## config.mk

```make
export PLATFORM = sky130hd
export DESIGN_NAME = pmd_divider
export DESIGN_NICKNAME = d
export VERILOG_FILES = /design/src/rtl/pmd_pkg.sv /design/src/rtl/pmd_decode.sv /design/src/rtl/pmd_jam.sv /design/src/rtl/pmd_stages.sv /design/src/rtl/pmd_divider.sv
export SDC_FILE = /design/constraint.sdc
export NUM_CORES = 1
export LEC_CHECK = 0
export BUFFER_PORTS_ARGS = -buffer_cell sky130_fd_sc_hd__buf_2
export CORE_MARGIN = 2
export CORE_UTILIZATION = 57
export CTS_CLUSTER_SIZE = 8
export DETAILED_ROUTE_END_ITERATION = 12
export PLACE_DENSITY = 0.75
export SKIP_LAST_GASP = 1
export SLEW_MARGIN = 20
export SYNTH_ARGS = -nofsm -noshare
export SYNTH_HDL_FRONTEND = slang
export SYNTH_HIERARCHICAL = 1
export SYNTH_SLANG_ARGS = --single-unit
```

## constraint.sdc

```tcl
create_clock -name clk_in -period 2.5 [get_ports clk_in]
set_input_delay 0.375 -clock clk_in [delete_from_list [all_inputs] [get_ports clk_in]]
set_output_delay 0.375 -clock clk_in [all_outputs]
set_load 0.05 [all_outputs]
```

## src/rtl/pmd_pkg.sv

```systemverilog
package pmd_pkg;
  localparam int MAX_W = 32;
  typedef logic [MAX_W-1:0] word_t;

  // Stages that take part in the jam decode: the low four and the top two.
  function automatic word_t decode_mask(input int w);
    word_t m;
    m        = '0;
    m[3:0]   = 4'hF;
    m[w-1]   = 1'b1;
    m[w-2]   = 1'b1;
    return m;
  endfunction

  // State loaded on a jam: clear first, then set; untouched stages keep value.
  function automatic word_t jam_value(input word_t q, input word_t s, input word_t c);
    return (q & ~c) | s;
  endfunction

  // Plain successor state.
  function automatic word_t step_value(input word_t q);
    return q + word_t'(1);
  endfunction
endpackage

```

## src/rtl/pmd_decode.sv

```systemverilog
module pmd_decode #(
  parameter int          W    = 17,
  parameter logic [W-1:0] MASK = '0,
  parameter logic [W-1:0] PAT  = '0
) (
  input  logic [W-1:0] q,
  output logic         hit
);
  logic [W-1:0] bit_ok;

  // Each stage either matches the pattern or is excluded from the decode.
  for (genvar i = 0; i < W; i++) begin : g_bit
    assign bit_ok[i] = ~MASK[i] | ~(q[i] ^ PAT[i]);
  end

  assign hit = &bit_ok;
endmodule

```

## src/rtl/pmd_jam.sv

```systemverilog
module pmd_jam #(
  parameter int           W        = 17,
  parameter logic [W-1:0] SET_MASK = '0,
  parameter logic [W-1:0] CLR_MASK = '0
) (
  input  logic [W-1:0] q,
  input  logic         hit,
  output logic [W-1:0] nxt
);
  import pmd_pkg::*;

  logic [W-1:0] jam_nxt;
  logic [W-1:0] inc_nxt;

  assign jam_nxt = W'(jam_value(word_t'(q), word_t'(SET_MASK), word_t'(CLR_MASK)));
  assign inc_nxt = W'(step_value(word_t'(q)));

  // The jam replaces the increment on the edge it is applied.
  assign nxt = hit ? jam_nxt : inc_nxt;
endmodule

```

## src/rtl/pmd_stages.sv

```systemverilog
module pmd_stages #(
  parameter int W = 17
) (
  input  logic         clk,
  input  logic         rst,
  input  logic [W-1:0] d,
  output logic [W-1:0] q
);
  // One static flip-flop per stage.
  for (genvar i = 0; i < W; i++) begin : g_stage
    always_ff @(posedge clk) begin
      if (rst) q[i] <= 1'b0;
      else     q[i] <= d[i];
    end
  end
endmodule

```

## src/rtl/pmd_divider.sv

```systemverilog
module pmd_divider #(
  parameter int           W        = 17,
  parameter logic [W-1:0] DEC_PAT  = W'(32'h0000_0008),
  parameter logic [W-1:0] SET_MASK = W'(32'h0001_16F6),
  parameter logic [W-1:0] CLR_MASK = W'(32'h0000_0000)
) (
  input  logic clk_in,
  input  logic rst,
  output logic tune_out,
  output logic div_out
);
  import pmd_pkg::*;

  localparam logic [W-1:0] DEC_MASK = W'(decode_mask(W));

  logic [W-1:0] cnt_q;
  logic [W-1:0] cnt_d;
  logic         jam_hit;

  pmd_decode #(
    .W    (W),
    .MASK (DEC_MASK),
    .PAT  (DEC_PAT)
  ) u_decode (
    .q   (cnt_q),
    .hit (jam_hit)
  );

  pmd_jam #(
    .W        (W),
    .SET_MASK (SET_MASK),
    .CLR_MASK (CLR_MASK)
  ) u_jam (
    .q   (cnt_q),
    .hit (jam_hit),
    .nxt (cnt_d)
  );

  pmd_stages #(
    .W (W)
  ) u_stages (
    .clk (clk_in),
    .rst (rst),
    .d   (cnt_d),
    .q   (cnt_q)
  );

  assign tune_out = clk_in;
  assign div_out  = cnt_q[W-1];
endmodule

```

-- After elaboration in Yosys (flattened, before gate mapping)
Index checks and enable logic that the tools add are counted.
- register bits after elaboration: 17
- input port bits: 2
- output and inout bits: 2
- logic and storage cells: 25
- add/sub/neg operators: 1
- muxes and demuxes: 1
- bitwise gates (word level): 5
- reductions and logical operators: 1
- operator list (operator ; number):
    17-bit by 1-bit adder with 17-bit output (second input constant) ; 1
    17-bit 2-to-1 mux ; 1
    6-bit AND reduction ; 1
    1-bit inverter ; 5

-- Logic depth before layout (Yosys ltp)
Gate-level depths: netlist (run 1).
- depth after elaboration: 3
- mapped depth: 6
- depth with buffers taken out: 6

-- By module
Netlist (run 1), hierarchy kept.
- by module, submodules not included (module ; times used ; cells each ; area each (um^2) ; sequential area each (um^2)):
    pmd_stages ; 1 ; 35 ; 475.5 ; 340.3
    pmd_jam ; 1 ; 57 ; 376.6 ; 0.0
    pmd_decode ; 1 ; 2 ; 20.0 ; 0.0
    pmd_divider ; 1 ; 1 ; 7.5 ; 0.0

==> impl_results.md, run 1 <==
* Setup TNS at 0 ns
* GRT overflow at 0
* Total core area at 1470 um2
* Global-route wire length before repair at 2710 um
* Fillers at 124
* Min-delay worst type: primary input to flip-flop
* Post-route DRC at 0
* Initial antenna violation count at 0
* GRT Util Overall at 20.2%
* Post-Syn Area at 880 um2
* CP max FO at 2
* Final worst slack at 0.447 ns
* WS Path Type: clock port to output port
* Clock Latency Late Sink at 0.40 ns
* Final setup viols at 0
* Logic gate share of total power at 3.8%
* Syn_area_per_cell at 9.26 um2
* Placed insts at 112
* 1st-pass router iterations at 4
* Critical path data arrival time at 1.68 ns
* Slew margin rel. at 75.7%
* Synth warnings at 6
* Die width at 43.3 um
* Post-route ant nets at 0
* Footprint of the multi-input gates at 502 um2
* Drt initial violations at 7
* Most used DFF post-synth: dfxtp_1
* Critical path endpoint category: output port
* Post-CTS sizing at 0
* Ys async rst share at 0%
* Seq/Total Area, Yosys at 38.7%
* Syn Nets at 98
* Largest register FFs at 17
* DP Wirelength at 1040 um
* CTS tree: yes
* DIE AREA at 1870 um2
* Clock transition at path regs at 0.10 ns
* Syn Inst Count at 95
* Diodes inserted at 0
* Routed WL at 1540 um
* WP data required at 2.12 ns
* Slew Viols, Final at 0
* Maximum vdd drop at 0.760 mV
* Top-count cell post-synth: dfxtp_1
* I/O Pins at 4
* Final hold vios at 0
* Switching Share at 31.0%
* Number of port buffers at 3
* Top post-synthesis cells by area: dfxtp_1 39%, xnor2_1 10%, nor2b_1 7.8%, and2b_2 7.0%, nand2b_1 3.6%
* Static leakage at 0.000380 uW
* Worst-Margin Slew at 0.363 ns
* Die H at 43.3 um
* Gpl congestion at 0.798
* PD cells at 628 nW/um2
* Non-Filler Instances at 119
* Sequential share of power at 47.3%
* Worst Skew at 0.00127 ns
* Layout cells sized above 1 at 25.2%
* Row Count at 14
* Number of global-route vias before repair at 667
* Register Area at 340 um2
* Top-area cell type share of the netlist area at 38.7%
* CTS Hold Bufs at 0
* Area leader, netlist: dfxtp_1
* Cell variety after synth at 30
* Post-Place Cell Area at 900 um2
* Largest registers: u_stages/q: 17 flops
* Final instance area at 950 um2
* Max-Cap Viols at 0
* Area Growth Syn to Fin at 7.97%
* Wire per inst at 12.9 um
* Sw Pwr at 185 uW
* Largest net degree at the start of global routing at 18
* Status: finished, final reports clean
* Placement Setup Slack at 0.611 ns
* Routed vias/inst at 5.56
* Initial core utilization at 59.8%
* Most flops, register: u_stages/q
* Post-synth top cells: 17 x dfxtp_1, 11 x nor2b_1, 10 x xnor2_1, 7 x and2b_2
* Clock share of power at 48.9%
* Layout Nets at 107
* EDFF count, synth at 0
* Post-CTS setup buffers at 0
* Worst Setup Start Kind: clock port
* Cell internal pwr at 411 uW
* RSZ-0062 raised after global routing: no
* Via total after detailed routing at 662
* #FFs+latches synth at 17
power groups by stage:
stage	registers (uW)	logic, uW	clock network, uW
after floorplan	287	18.7	86.2
after global routing	283	25.6	320
after CTS	282	23.2	304
final	282	22.7	292
after detailed placement	288	22.7	76.3
after global placement	288	22.4	76.3
metrics by stage:
| step | power [uW] | util [%] | hold slack [ns] |
|---|---|---|---|
| finish | 596 | 64.5 | 0.323 |
| global route | 628 | 64.5 | 0.320 |
| CTS | 609 | 64.5 | 0.319 |
| detailed placement | 387 | 61.1 | 0.603 |
| global placement | 386 | 61.1 | 0.592 |
| floorplan | 392 | - | 0.545 |
cell families (layout without fill, tap and decap cells):
group	after synthesis	after routing	share of synthesized area, %
AND/OR/NAND/NOR	53	53	39.5
flip-flops	17	17	38.7
XOR/XNOR	12	12	11.9
buffers and inverters	7	15	4.27
AO/OA/AOI/OAI	4	4	2.99
adder cells (fa/ha/maj)	1	1	1.42
multiplexers	1	1	1.14
cell usage in the layout, fill, tap and decap left out:
master	count
xor2_1	2
ha_1	1
o21ai_0	2
nor2_1	3
dfxtp_1	17
nand2_1	4
or4_4	1
a31o_2	1
or2_2	1
buf_2	3
xnor2_1	10
mux2i_1	1
and2b_2	7
nor3_1	5
clkbuf_4	6
or3b_2	2
nor2_2	1
nand3_1	2
nor3b_1	1
nor4_1	3
clkinv_2	1
nand2b_1	5
nand3_2	1
inv_1	4
and4_1	1
nor3_2	1
buf_4	1
or4b_1	1
nand4_1	3
a21o_1	1
nor2b_1	11
critical path: stages:
cell and delay (ns):
clkbuf_4 0.11, clkbuf_4 0.12, buf_2 0.20
final cells by class:
class                   instances  area share (%)
multi-input cells              71            52.8
inverters                       4            1.58
clock inverters                 1           0.527
clock buffers                   7            5.27
flip-flops and latches         17            35.8
well taps                      16            2.11
repair buffers                  3            1.84
per-layer routing:
layer | share of wire [%] | track usage [%]
met1 | 48 | 22.1
met2 | 48 | 32.2
met3 | 2.1 | 6.81
met4 | 2.0 | 13.9
met5 | 0 | 0
path summary, 6_finish.rpt:
check / start / end / slack (ns) / cells after the start
setup / recovery: clk_in / tune_out / 0.45 / 3
hold / removal: rst / u_stages/q[8]$_SDFF_PP0_ / 0.32 / 2
setup reg to reg: u_stages/q[3]$_SDFF_PP0_ / u_stages/q[3]$_SDFF_PP0_ / 0.58 / 6
hold reg to reg: u_stages/q[0]$_SDFF_PP0_ / u_stages/q[0]$_SDFF_PP0_ / 0.62 / 2
(Power assumes the default switching activity.)
==> run 2: changes to the inputs <==
- CORE_UTILIZATION: 57 -> 52
- PLACE_DENSITY: 0.75 -> 0.72
- clock period: 2.5 -> 1.65 ns (I/O delays scaled with it)
==> run 2 against run 1 <==
Net effect: the run now ends with negative setup slack left; clock skew up 0.0049 ns; global-route usage grew 5.6 points; utilization increased by 20 points; critical path type is now flip-flop to flip-flop; largest power group unchanged.
==> impl_results.md, run 2 (synthesized netlist as in run 1, its figures left out) <==
* GRT Util Overall at 25.8%
* Register Area at 348 um2
* Pwr Total at 955 uW
* Die width at 45.1 um
* Largest registers: u_stages/q: 17 flops
* Final hold vios at 0
* Initial antenna violation count at 0
* Via total after detailed routing at 784
* Fillers at 82
* Commonest cells after routing, fill and taps aside: 21 x buf_4, 13 x dfxtp_1, 8 x xnor2_1
* Drt initial violations at 5
* Static leakage at 0.000532 uW
* Initial core utilization at 57.1%
* CTS tree: yes
* Placement Setup Slack at -0.112 ns
* I/O Pins at 4
* Slew margin rel. at 71.1%
* Placed insts at 130
* Layout cells sized above 1 at 57.1%
* Failing checks: negative setup slack
* Number of port buffers at 3
* Wire per inst at 16.2 um
* DP Wirelength at 1200 um
* PD cells at 734 nW/um2
* Diodes inserted at 0
* CTS Hold Bufs at 0
* Largest register FFs at 17
* RSZ-0062 raised after global routing: yes
* Row Count at 14
* Layout Nets at 130
* Worst Skew at 0.00622 ns
* GRT overflow at 0
* Min-delay worst type: primary input to flip-flop
* Hold Slack at 0.245 ns
* Fmax at 561 MHz
* Gpl congestion at 0.777
* Commonest non-fill, non-tap cell in the layout: buf_4
* CP max FO at 3
* Fin crit share at 108%
* Die H at 45.1 um
* Critical path endpoint category: flip-flop
* Clock Latency Late Sink at 0.41 ns
* Slew Viols, Final at 0
* Status: complete, but fails checks
* Number of global-route vias before repair at 832
* Global-route wire length before repair at 3420 um
* Post-route DRC at 0
* Critical path data arrival time at 2.09 ns
* Final instance area at 1300 um2
* Footprint of the multi-input gates at 661 um2
* Area Growth Syn to Fin at 48.1%
* 1st-pass router iterations at 4
* Most flops, register: u_stages/q
* Total core area at 1540 um2
* Maximum vdd drop at 1.14 mV
* Clock period minus worst slack at 1.78 ns
* Non-Filler Instances at 142
* Worst Setup Start Kind: flip-flop
* WS Path Type: flip-flop to flip-flop
* Final worst slack at -0.131 ns
* Post-route ant nets at 0
* Final setup viols at 15
* Post-Place Cell Area at 1050 um2
* Worst-Margin Slew at 0.433 ns
* Largest net degree at the start of global routing at 18
* WP data required at 1.96 ns
* Max-Cap Viols at 0
* Routed WL at 2300 um
* Clock transition at path regs at 0.10 ns
* Routed vias/inst at 5.52
* DIE AREA at 2040 um2
run 2: area by class of cell:
class	count	share of cell area, %
repair buffers	26	15.8
flip-flops and latches	17	26.7
inverters	4	1.15
well taps	16	1.54
multi-input cells	71	50.7
clock buffers	8	4.13
run 2: worst max-delay path, stage by stage (launching register included):
cell and delay, ns:
dfxtp_2 0.35, or4b_4 0.54, nor3_4 0.18, or4_4 0.22, nor2_4 0.05, xnor2_2 0.14, and2b_2 0.19
run 2: what timing repair did:
action | CTS | global route
gates resized for setup | 8 | 25
setup buffers | 5 | 2
pin swaps | 5 | 6
setup endpoints to repair | 14 | 17
run 2: worst paths after layout:
kind | startpoint | endpoint | slack, ns | cells after the start
worst max register to register | u_stages/q[0]$_SDFF_PP0_ | u_stages/q[11]$_SDFF_PP0_ | -0.13 | 6
worst min register to register | u_stages/q[14]$_SDFF_PP0_ | u_stages/q[14]$_SDFF_PP0_ | 0.63 | 2
worst max-delay path | u_stages/q[0]$_SDFF_PP0_ | u_stages/q[11]$_SDFF_PP0_ | -0.13 | 6
worst min-delay path | rst | u_stages/q[5]$_SDFF_PP0_ | 0.24 | 2
run 2: per-layer routing:
| layer | wire length, um | vias up | global-route usage (%) | share of wire (%) |
|---|---|---|---|---|
| met1 | 944 | 369 | 25.2 | 41 |
| met3 | 78 | 8 | 10.8 | 3.4 |
| li1 | - | 386 | - | - |
| met4 | 80 | 0 | 24.1 | 3.5 |
| met5 | 0 | - | 0 | 0 |
| met2 | 1200 | 21 | 40.6 | 52 |
run 2: through the flow:
stage / utilization [%] / setup TNS [ns]
3_3_place_gp: 68.0 / -0.367
6_report: 84.5 / -1.15
2_1_floorplan: - / -0.346
4_1_cts: 75.6 / -0.438
5_1_grt: 84.5 / -2.06
3_5_place_dp: 68.0 / -0.858
run 2: where the power goes:
group	internal [uW]	total [uW]	switching (uW)	leakage [uW]
clock network	192	454	262	0.0000327
registers	417	424	7.00	0.000139
logic	45.2	77.9	32.7	0.000360
total	654	955	301	0.000532
